## src/rtl/pwmt_pkg.sv

```systemverilog
package pwmt_pkg;

    localparam int CNT_W = 16;
    localparam int PRE_W = 3;
    localparam logic [CNT_W-1:0] RELOAD_VAL = 16'hFFFC;

    typedef enum logic [1:0] {
        CS_DIV2 = 2'd0,
        CS_DIV4 = 2'd1,
        CS_DIV8 = 2'd2,
        CS_EXT  = 2'd3
    } clk_sel_e;

    typedef struct packed {
        clk_sel_e sel;
        logic     mode_en;
        logic     pin_en;
        logic     lvl_period;
        logic     lvl_edge;
    } ctrl_t;

    localparam int CTRL_W = $bits(ctrl_t);

    typedef enum logic [1:0] {
        A_EDGE   = 2'd0,
        A_PERIOD = 2'd1,
        A_CTRL   = 2'd2,
        A_NONE   = 2'd3
    } reg_addr_e;

    function automatic logic [PRE_W-1:0] div_mask(clk_sel_e s);
        case (s)
            CS_DIV2: div_mask = 3'b001;
            CS_DIV4: div_mask = 3'b011;
            default: div_mask = 3'b111;
        endcase
    endfunction

endpackage

```

## src/rtl/pwmt_prescaler.sv

```systemverilog
module pwmt_prescaler
    import pwmt_pkg::*;
(
    input  logic     clk,
    input  logic     rst,
    input  clk_sel_e sel,
    input  logic     ext_clk,
    output logic     tick
);
    logic [PRE_W-1:0] pre_q;
    logic [2:0]       sync_q;

    always_ff @(posedge clk) begin
        if (rst) begin
            pre_q  <= '0;
            sync_q <= '0;
        end else begin
            pre_q  <= pre_q + 1'b1;
            sync_q <= {sync_q[1:0], ext_clk};
        end
    end

    always_comb begin
        if (sel == CS_EXT) tick = sync_q[1] & ~sync_q[2];
        else               tick = ((pre_q & div_mask(sel)) == div_mask(sel));
    end

    p_tick_gap_r7: assert property (@(posedge clk) disable iff (rst)
        tick |=> !tick);

endmodule

```

## src/rtl/pwmt_core.sv

```systemverilog
module pwmt_core
    import pwmt_pkg::*;
#(
    parameter int W = CNT_W,
    parameter logic [W-1:0] RELOAD = RELOAD_VAL
)(
    input  logic         clk,
    input  logic         rst,
    input  logic         tick,
    input  ctrl_t        ctrl,
    input  logic [W-1:0] sh_edge,
    input  logic [W-1:0] sh_period,
    output logic         level
);
    logic [W-1:0] cnt_q, act_edge_q, act_period_q;
    logic         mode_q, level_q;
    logic         start, hit_edge, hit_period;

    assign start      = ctrl.mode_en & ~mode_q;
    assign hit_period = tick & ctrl.mode_en & (cnt_q == act_period_q);
    assign hit_edge   = tick & ctrl.mode_en & (cnt_q == act_edge_q);
    assign level      = level_q;

    always_ff @(posedge clk) begin
        if (rst) begin
            cnt_q        <= '0;
            act_edge_q   <= '0;
            act_period_q <= '0;
            mode_q       <= 1'b0;
            level_q      <= 1'b0;
        end else begin
            mode_q <= ctrl.mode_en;
            if (start) begin
                cnt_q        <= RELOAD;
                act_edge_q   <= sh_edge;
                act_period_q <= sh_period;
            end else if (hit_period) begin
                cnt_q        <= RELOAD;
                act_edge_q   <= sh_edge;
                act_period_q <= sh_period;
                level_q      <= ctrl.lvl_period;
            end else begin
                if (tick) cnt_q <= cnt_q + 1'b1;
                if (hit_edge) level_q <= ctrl.lvl_edge;
            end
        end
    end

    p_period_level_r3: assert property (@(posedge clk) disable iff (rst)
        (hit_period && !start) |=> (level_q == $past(ctrl.lvl_period)) && (cnt_q == RELOAD));

    p_shadow_held_r4: assert property (@(posedge clk) disable iff (rst)
        (!start && !hit_period) |=> $stable(act_edge_q) && $stable(act_period_q));

    p_start_reload_r5: assert property (@(posedge clk) disable iff (rst)
        start |=> (cnt_q == RELOAD) && (act_period_q == $past(sh_period)));

    p_hold_off_r8: assert property (@(posedge clk) disable iff (rst)
        !ctrl.mode_en |=> $stable(level_q));

endmodule

```

## src/rtl/pwmt_top.sv

```systemverilog
module pwmt_top
    import pwmt_pkg::*;
(
    input  logic        clk,
    input  logic        rst,
    input  logic        ext_clk,
    input  logic        wr_en,
    input  logic [1:0]  wr_addr,
    input  logic [15:0] wr_data,
    output logic        pwm_out,
    output logic        pwm_oe
);
    ctrl_t             ctrl_q;
    logic [CNT_W-1:0]  sh_edge_q, sh_period_q;
    logic              tick, level;

    always_ff @(posedge clk) begin
        if (rst) begin
            ctrl_q      <= '0;
            sh_edge_q   <= '0;
            sh_period_q <= '0;
        end else if (wr_en) begin
            case (reg_addr_e'(wr_addr))
                A_EDGE:   sh_edge_q   <= wr_data;
                A_PERIOD: sh_period_q <= wr_data;
                A_CTRL:   ctrl_q      <= ctrl_t'(wr_data[CTRL_W-1:0]);
                default:  ;
            endcase
        end
    end

    pwmt_prescaler u_pre (
        .clk     (clk),
        .rst     (rst),
        .sel     (ctrl_q.sel),
        .ext_clk (ext_clk),
        .tick    (tick)
    );

    pwmt_core #(.W(CNT_W), .RELOAD(RELOAD_VAL)) u_core (
        .clk       (clk),
        .rst       (rst),
        .tick      (tick),
        .ctrl      (ctrl_q),
        .sh_edge   (sh_edge_q),
        .sh_period (sh_period_q),
        .level     (level)
    );

    assign pwm_oe  = ctrl_q.pin_en;
    assign pwm_out = ctrl_q.pin_en & level;

    p_pin_gate_r9: assert property (@(posedge clk) disable iff (rst)
        !pwm_oe |-> !pwm_out);

endmodule

```

## config.mk

```make
export PLATFORM = sky130hd
export DESIGN_NAME = pwmt_top
export DESIGN_NICKNAME = d
export VERILOG_FILES = /design/src/rtl/pwmt_pkg.sv /design/src/rtl/pwmt_prescaler.sv /design/src/rtl/pwmt_core.sv /design/src/rtl/pwmt_top.sv
export SDC_FILE = /design/constraint.sdc
export NUM_CORES = 1
export LEC_CHECK = 0
export CAP_MARGIN = 10
export CORE_AREA = 2 2 162 85
export CTS_CLUSTER_SIZE = 40
export DETAILED_ROUTE_END_ITERATION = 8
export DIE_AREA = 0 0 164 87
export PLACE_DENSITY_LB_ADDON = 0.3
export SYNTH_ARGS = -nofsm -noshare
export SYNTH_HDL_FRONTEND = slang
export SYNTH_SLANG_ARGS = --single-unit
```

## constraint.sdc

```tcl
create_clock -name clk -period 4.4 [get_ports clk]
set_input_delay 0.88 -clock clk [delete_from_list [all_inputs] [get_ports clk]]
set_output_delay 0.88 -clock clk [all_outputs]
set_load 0.05 [all_outputs]
```

# Word level (Yosys, flattened, before mapping)
# Cells that the tools add are included.
# op_classes
addsub,2
n_bitwise,10
n_eq_ne,7
reduce_logical,10
muxes,12
# op_table
cell,n
$mux 16,7
$eq 16x16->1,2
$add 16x1->16 const B,1
$reduce_and 2->1,4
$and 1x1->1,6
$pmux 3 s2,1
$eq 2x1->1 const B,2
$eq 2x2->1 const B,2
$logic_not 2->1,2
$reduce_bool 2->1,2
$add 3x1->3 const B,1
$and 3x3->3,1
$eq 3x3->1,1
$mux 1,3
$mux 3,1
$not 1->1,3
$reduce_bool 3->1,1
$reduce_or 3->1,1
# totals
input_bits,22
ff_bits,94
out_inout_bits,2

# Depth between registers and ports, before layout
# Gate-level depths: netlist of the first run.
# depth
depth_word,10
mapped_depth,9

# Hierarchy
# From an unflattened synthesis of the first run, not the netlist that was laid out.
# unflattened
cells_unflattened,451
hier_area_um2,4250.3
# by_module_without_submodules
module,seq_area_each_um2,area_each_um2,n_inst,cells_each
pwmt_core,1001.0,2476.1,1,287
pwmt_top,760.7,1566.5,1,145
pwmt_prescaler,120.1,207.7,1,19

# Worst setup path after synthesis of the first run
# No wires, ideal clock.
# synth_path
kind,register to output
startpoint,register ctrl_q (netlist bit pwm_oe)
endpoint,output pwm_out
arrival_ns,1.127
required_time_ns,3.520
stages_incl_launch_ff,2
path_slack_ns,2.393
n_path_buf,0
cell_sequence,dfxtp_1 and2_1
# synth_via
elab_chain_cells,1
# synth_lines
element,line_no,rtl
start: declaration,pwmt_top.sv:13,ctrl_t ctrl_q;
start signal: assignment,pwmt_top.sv:26,A_CTRL: ctrl_q <= ctrl_t'(wr_data[CTRL_W-1:0]);
$and 1x1->1,pwmt_top.sv:51,assign pwm_out = ctrl_q.pin_en & level;
end: declaration,pwmt_top.sv:10,"output logic pwm_out,"
# Every way passes these cells.

# Worst setup path after layout of the first run
# layout_path
startpoint,register ctrl_q[4] in the netlist's numbering
endpoint,register u_core.act_period_q[10]
# layout_via
elab_chain_cells,9
word_cells_on_any_way,11
cone_classes,eq/ne: 3; mux: 3; bitwise: 3; reduce/logical: 2
# layout_lines
element,line_no,rtl
$eq 2x1->1 / $logic_not 2->1 (equally long branches),pwmt_pkg.sv:32,case (s)
$pmux 3 s2,pwmt_pkg.sv:32,
$mux 3,pwmt_prescaler.sv:24,if (sel == CS_EXT) tick = sync_q[1] & ~sync_q[2];
$and 3x3->3,pwmt_prescaler.sv:25,else tick = ((pre_q & div_mask(sel)) == div_mask(sel));
$eq 3x3->1,pwmt_prescaler.sv:25,
$mux 1 *,pwmt_prescaler.sv:24,
$and 1x1->1 * (2 in a row),pwmt_core.sv:20,assign hit_period = tick & ctrl.mode_en & (cnt_q == act_period_q);
$reduce_bool 2->1 (no line) *,-,
end signal: assignment,pwmt_core.sv:36,act_period_q <= sh_period;
end signal: assignment,pwmt_core.sv:40,act_period_q <= sh_period;
end: declaration,pwmt_core.sv:15,"logic [W-1:0] cnt_q, act_edge_q, act_period_q;"
# Every way passes the cells marked *; elsewhere a longest branch is shown, timed or not. The select of a mux whose other input is x is not followed.
# A chain may end at the register's enable or synchronous reset.

==> flow_metrics.tcl, run 1 <==
set metrics [dict create \
    antenna_found_initial 0 \
    ys_top_cells_by_count "dfxtp_1 (94), nand2_1 (72), a21oi_1 (46)" \
    cts-root-buf "clkbuf_16" \
    finClkSkew_ps 9.88 \
    power.density_mw_per_mm2 405 \
    ys_seq_elements 94 \
    grt_use_met1_pct 22.0 \
    crit_type "flip-flop to flip-flop" \
    slew_headroom_pct 47.0 \
    yosys_warnings 0 \
    fmax_ghz 0.353 \
    hold_path_depth 1 \
    slew_viol_final 0 \
    yosysSeqAreaShare_pct 50.2 \
    post-cts-setup-buffers 0 \
    fp.dieH_um 87 \
    crit_fanout 34 \
    dr.pass1.iters 4 \
    syn_inst 392 \
    core_area_mm2 0.0130 \
    min_from "u_pre.pre_q[0]$_SDFF_PP0_" \
    track_usage_pct 13.5 \
    wl_per_cell_um 15.3 \
    drv_cap 0 \
    start_util_pct 28.8 \
    finalSetupTns_ps 0 \
    r2r_cells 6 \
    min_path_type "flip-flop to flip-flop" \
    p_leak_nw 1.53 \
    clock-sinks 94 \
    areaGrowthSynthToFinish_pct 16.1 \
    gr-total-overflow 0 \
    worstPathRequired_ps 4680 \
    row_count 30 \
    final_hold_viol_count 0 \
    setup_viol 0 \
    yosysTopAreaCell "dfxtp_1" \
    avgViaCountPerCell 4.61 \
    layout-drive-gt1-share_pct 6.16 \
    cp.arrival_ps 3110 \
    gr-usage-met2_pct 15.9 \
    antenna_cells 0 \
    peakVddDrop_mv 0.173 \
    syn_area_per_cell_um2 9.57 \
    power_mw 1.77 \
    rsz0062_at_grt "false" \
    synth_area_mm2 0.00375 \
    run_status "finished clean" \
    cts_hold_buf 0 \
    io_buffers 23 \
    synth_top_area_share_pct 50.2 \
    fin_crit_sh_pct 64.4 \
    place_hpwl_um 6270 \
    cts_htree_levels 3 \
    yosysUniqueCellTypes 34 \
    fp.dieW_um 164 \
    grt.met3_usage_pct 4.09 \
    cts_tree "built" \
    die-area_mm2 0.0143 \
    drt_iter0_markers 192 \
    synth-async-reset-ratio_pct 0 \
    grt_max_degree 38 \
    regToRegEndpoint "u_core.act_period_q[10]$_SDFFE_PP0P_" \
    worst_pin_slew_ps 792 \
    r2r_slack_ps 1570 \
    first_global_vias 2515 \
    cpMaxStageDelayCell "nor2b_4" \
    vias 2682 \
    synth_most_common_cell "dfxtp_1" \
    ioPinCount 24 \
    clock_path_buffers 2 \
    synth_flop_cell "dfxtp_1" \
    synth_edf_count 0 \
    crit_path_max_incr_delay_ps 780 \
    ant_nets 0 \
    clk_pin_slew_worst_paths_ps 60 \
    drc 0 \
    reg2reg_from "ctrl_q[4]$_SDFFE_PP0P_" \
    finalWirelength_um 8900 \
    final_nets 425 \
    crit_path_start_kind "flip-flop" \
    clk_latency_ps 340 \
    crit_chain "nor2b_1, o22ai_1, a32o_1, a31oi_2, nor2b_4, a22o_1" \
    cts_made_buffers 9 \
    busiest_layer "met1" \
    yosys-top-cells-area "dfxtp_1 (50%), xnor2_1 (7.7%), a22o_1 (7.5%)" \
    gp_congestion 0.796 \
    min_period_ps 2830 \
    post_cts_resized 0 \
    grt_pass1_wl_um 14400 \
    synth_nets 416 \
    worstSetupEndpointType "flip-flop" \
    hold_path_end "u_pre.pre_q[0]$_SDFF_PP0_" \
]
layout by cell type, fill, tap and decap left out, drive strengths merged, types with 8 or more instances in the layout:
cell            n
dfxtp          94
nand4          13
xnor2          33
nor2b          10
nor2            9
nand2          72
clkbuf         11
xor2           15
mux2i           8
clkdlybuf4s50  22
a22o           32
a21oi          46
kinds of logic (layout without fill, tap and decap cells):
group,count (synthesis),in the layout,share of synthesized area [%]
compound gates,84,84,15.2
xor+xnor,48,48,11.2
fa+ha+maj,2,2,0.667
buf+inv,28,42,3.97
flops,94,94,50.2
mux,8,8,2.13
simple gates,128,128,16.7
area by class of cell:
cell class / instances / area (um2)
tap: 176 / 220
clock inverter: 5 / 33.8
timing repair buffer: 26 / 251
clock buffer: 11 / 243
sequential: 94 / 1880
multi-input combinational: 270 / 1730
fill: 1301 / 8670
layer usage:
layer  wire [um]  share of wire (%)  vias to the layer above
li1            -                  -                     1369
met4          67               0.75                        0
met5           0                  0                        -
met1        5140                 58                     1259
met3         554                6.2                        5
met2        3140                 35                       49
worst max-delay path by stage:
stage                           startpoint                              endpoint  slack (ps)  cells after the start
floorplan              pwm_oe$_SDFFE_PP0P_                               pwm_out        2390                      1
global placement    ctrl_q[4]$_SDFFE_PP0P_   u_core.act_period_q[0]$_SDFFE_PP0P_        1620                      6
detailed placement  ctrl_q[4]$_SDFFE_PP0P_    u_core.act_edge_q[12]$_SDFFE_PP0P_        1550                      6
CTS                 ctrl_q[4]$_SDFFE_PP0P_   u_core.act_period_q[9]$_SDFFE_PP0P_        1520                      6
global route        ctrl_q[4]$_SDFFE_PP0P_     u_core.act_edge_q[9]$_SDFFE_PP0P_        1330                      6
finish              ctrl_q[4]$_SDFFE_PP0P_  u_core.act_period_q[10]$_SDFFE_PP0P_        1570                      6
state kept, by name, summed over array words and instances (netlist names):
name / cells
sh_edge_q: 16
sh_period_q: 16
u_core.act_edge_q: 16
u_core.act_period_q: 16
u_core.cnt_q: 16
ctrl_q: 5
u_pre.pre_q: 3
u_pre.sync_q: 3
pwm_oe: 1
u_core.level: 1
u_core.mode_q: 1
critical path, delay by kind of cell, from the launching register on:
kind             cells  cell delay (ps)
AO/OA/AOI/OAI        4             1470
flip-flops           1              370
AND/OR/NAND/NOR      2              920
power by group:
group	switching (mW)	internal (mW)
Combinational	0.0805	0.0627
Clock	0.319	0.398
Sequential	0.0296	0.875
per-stage QoR:
step | instances | setup slack [ps] | instance area (um2) | utilization, % | hold slack (ps)
final | 582 | 1570 | 4360 | 33.4 | 452
after global routing | 582 | 1330 | 4360 | 33.4 | 460
after CTS | 581 | 1520 | 4340 | 33.4 | 452
after detailed placement | 565 | 1550 | 4070 | 31.2 | 435
after global placement | 565 | 1620 | 4070 | 31.2 | 434
after floorplan | 392 | 2390 | 3750 | - | 414
Power figures use the tool's default switching activity.
==> run 2, diff against run 1 <==
==> constraint.sdc (replaced) <==
create_clock -name clk -period 2.4 [get_ports clk]
set_input_delay 0.48 -clock clk [delete_from_list [all_inputs] [get_ports clk]]
set_output_delay 0.48 -clock clk [all_outputs]
set_load 0.05 [all_outputs]
==> flow_metrics.tcl, run 2 (synthesized netlist as in run 1, its figures left out) <==
set metrics [dict create \
    antenna_cells 0 \
    multi_input_area_mm2 0.00173 \
    run_status "finished clean" \
    cts_tree "built" \
    final_common_cell "dfxtp_1" \
    mostFrequentLayoutCells "dfxtp_1 (94), nand2_1 (72), a21oi_1 (46)" \
    r2r_cells 6 \
    areaGrowthSynthToFinish_pct 18.3 \
    cts-root-buf "clkbuf_16" \
    fin_crit_sh_pct 91.8 \
    drc 0 \
    first_global_vias 2558 \
    p_comb_share_pct 8.3 \
    crit_path_max_incr_delay_ps 810 \
    final-instance-count-excl-fill 591 \
    min_path_type "input pin to flip-flop" \
    placed_cells 575 \
    crit_chain "and2_1, clkdlybuf4s50_1" \
    final_nets 434 \
    cts_hold_buf 0 \
    sw_frac_of_total_pct 24.6 \
    clk_latency_ps 340 \
    regArea_mm2 0.00188 \
    slew_viol_final 0 \
    post_cts_resized 0 \
    antenna_found_initial 0 \
    track_usage_pct 14.3 \
    power.internal_mw 2.47 \
    core_area_mm2 0.0130 \
    hold_path_depth 2 \
    gr-total-overflow 0 \
    wl_per_cell_um 15.8 \
    setup_viol 0 \
    cpMaxStageDelayCell "clkdlybuf4s50_1" \
    dr.pass1.iters 4 \
    gp_congestion 0.788 \
    crit_fanout 3 \
    finalWirelength_um 9330 \
    ant_nets 0 \
    clock_path_buffers 2 \
    layout-drive-gt1-share_pct 8.19 \
    finalSetupTns_ps 0 \
    slew_headroom_pct 48.7 \
    worstPathRequired_ps 1920 \
    grt_max_degree 35 \
    clock-sinks 94 \
    ioPinCount 24 \
    p_sw_uw 808 \
    final_hold_viol_count 0 \
    die-area_mm2 0.0143 \
    grt_pass1_wl_um 15200 \
    num-fill-cells 1345 \
    crit_path_start_kind "flip-flop" \
    worstSetupEndpointType "output port" \
    rsz0062_at_grt "false" \
    cts_htree_levels 3 \
    hold_ws_ps 429 \
    vias 2782 \
    post-cts-setup-buffers 0 \
    fp.dieH_um 87 \
    crit_type "flip-flop to output port" \
    min_period_ps 2200 \
    drt_iter0_markers 236 \
    peakVddDrop_mv 0.340 \
    worst_pin_slew_ps 768 \
    p_seq_share_pct 50.5 \
    p_leak_nw 1.58 \
    drv_cap 0 \
    cts_made_buffers 9 \
    avgViaCountPerCell 4.71 \
    io_buffers 23 \
    clk_pin_slew_worst_paths_ps 60 \
    fmax_ghz 0.454 \
    cp.arrival_ps 1720 \
    final_util_pct 34.1 \
    p_clk_share_pct 41.3 \
    row_count 30 \
    finClkSkew_ps 9.63 \
    power.density_mw_per_mm2 738 \
    start_util_pct 28.8 \
    place_hpwl_um 6710 \
    fp.dieW_um 164 \
]
run 2: worst paths after layout:
check	end	slack, ps	start
setup reg to reg	u_core.act_period_q[1]$_SDFFE_PP0P_	360	ctrl_q[4]$_SDFFE_PP0P_
hold / removal	u_core.mode_q$_SDFF_PP0_	430	rst
setup / recovery	pwm_out	200	pwm_oe$_SDFFE_PP0P_
hold reg to reg	u_pre.pre_q[0]$_SDFF_PP0_	460	u_pre.pre_q[0]$_SDFF_PP0_
run 2: through the flow:
| step | instance area, um2 | setup slack (ps) | total power [mW] |
|---|---|---|---|
| floorplan | 3750 | 469 | 1.86 |
| global placement | 4160 | 407 | 1.95 |
| detailed placement | 4160 | 350 | 1.96 |
| CTS | 4440 | 165 | 3.31 |
| global route | 4440 | 134 | 3.41 |
| finish | 4440 | 197 | 3.28 |
run 2: worst max-delay path: cells and delay by family, from the launching register on:
kind                   cells  cell delay (ps)
buffers and inverters      1              810
flip-flops                 1              420
AND/OR/NAND/NOR            1              150
run 2: power groups by stage:
stage          clock, mW  sequential (mW)  combinational [mW]
2_1_floorplan          0             1.67               0.190
3_3_place_gp           0             1.69               0.267
3_5_place_dp           0             1.69               0.272
4_1_cts             1.39             1.65               0.273
5_1_grt             1.45             1.66               0.302
6_report            1.35             1.65               0.271
run 2: layout make-up:
| class | count | area share [%] |
|---|---|---|
| timing repair buffer | 35 | 7.38 |
| sequential | 94 | 42.4 |
| clock inverter | 5 | 0.930 |
| tap | 176 | 4.96 |
| multi-input combinational | 270 | 38.9 |
| clock buffer | 11 | 5.47 |
run 2: per-layer routing:
layer,global-route usage (%),share of wire [%]
met1,24.0,56
met2,16.5,35
met3,3.86,8.5
met4,4.07,1.0
met5,0,0
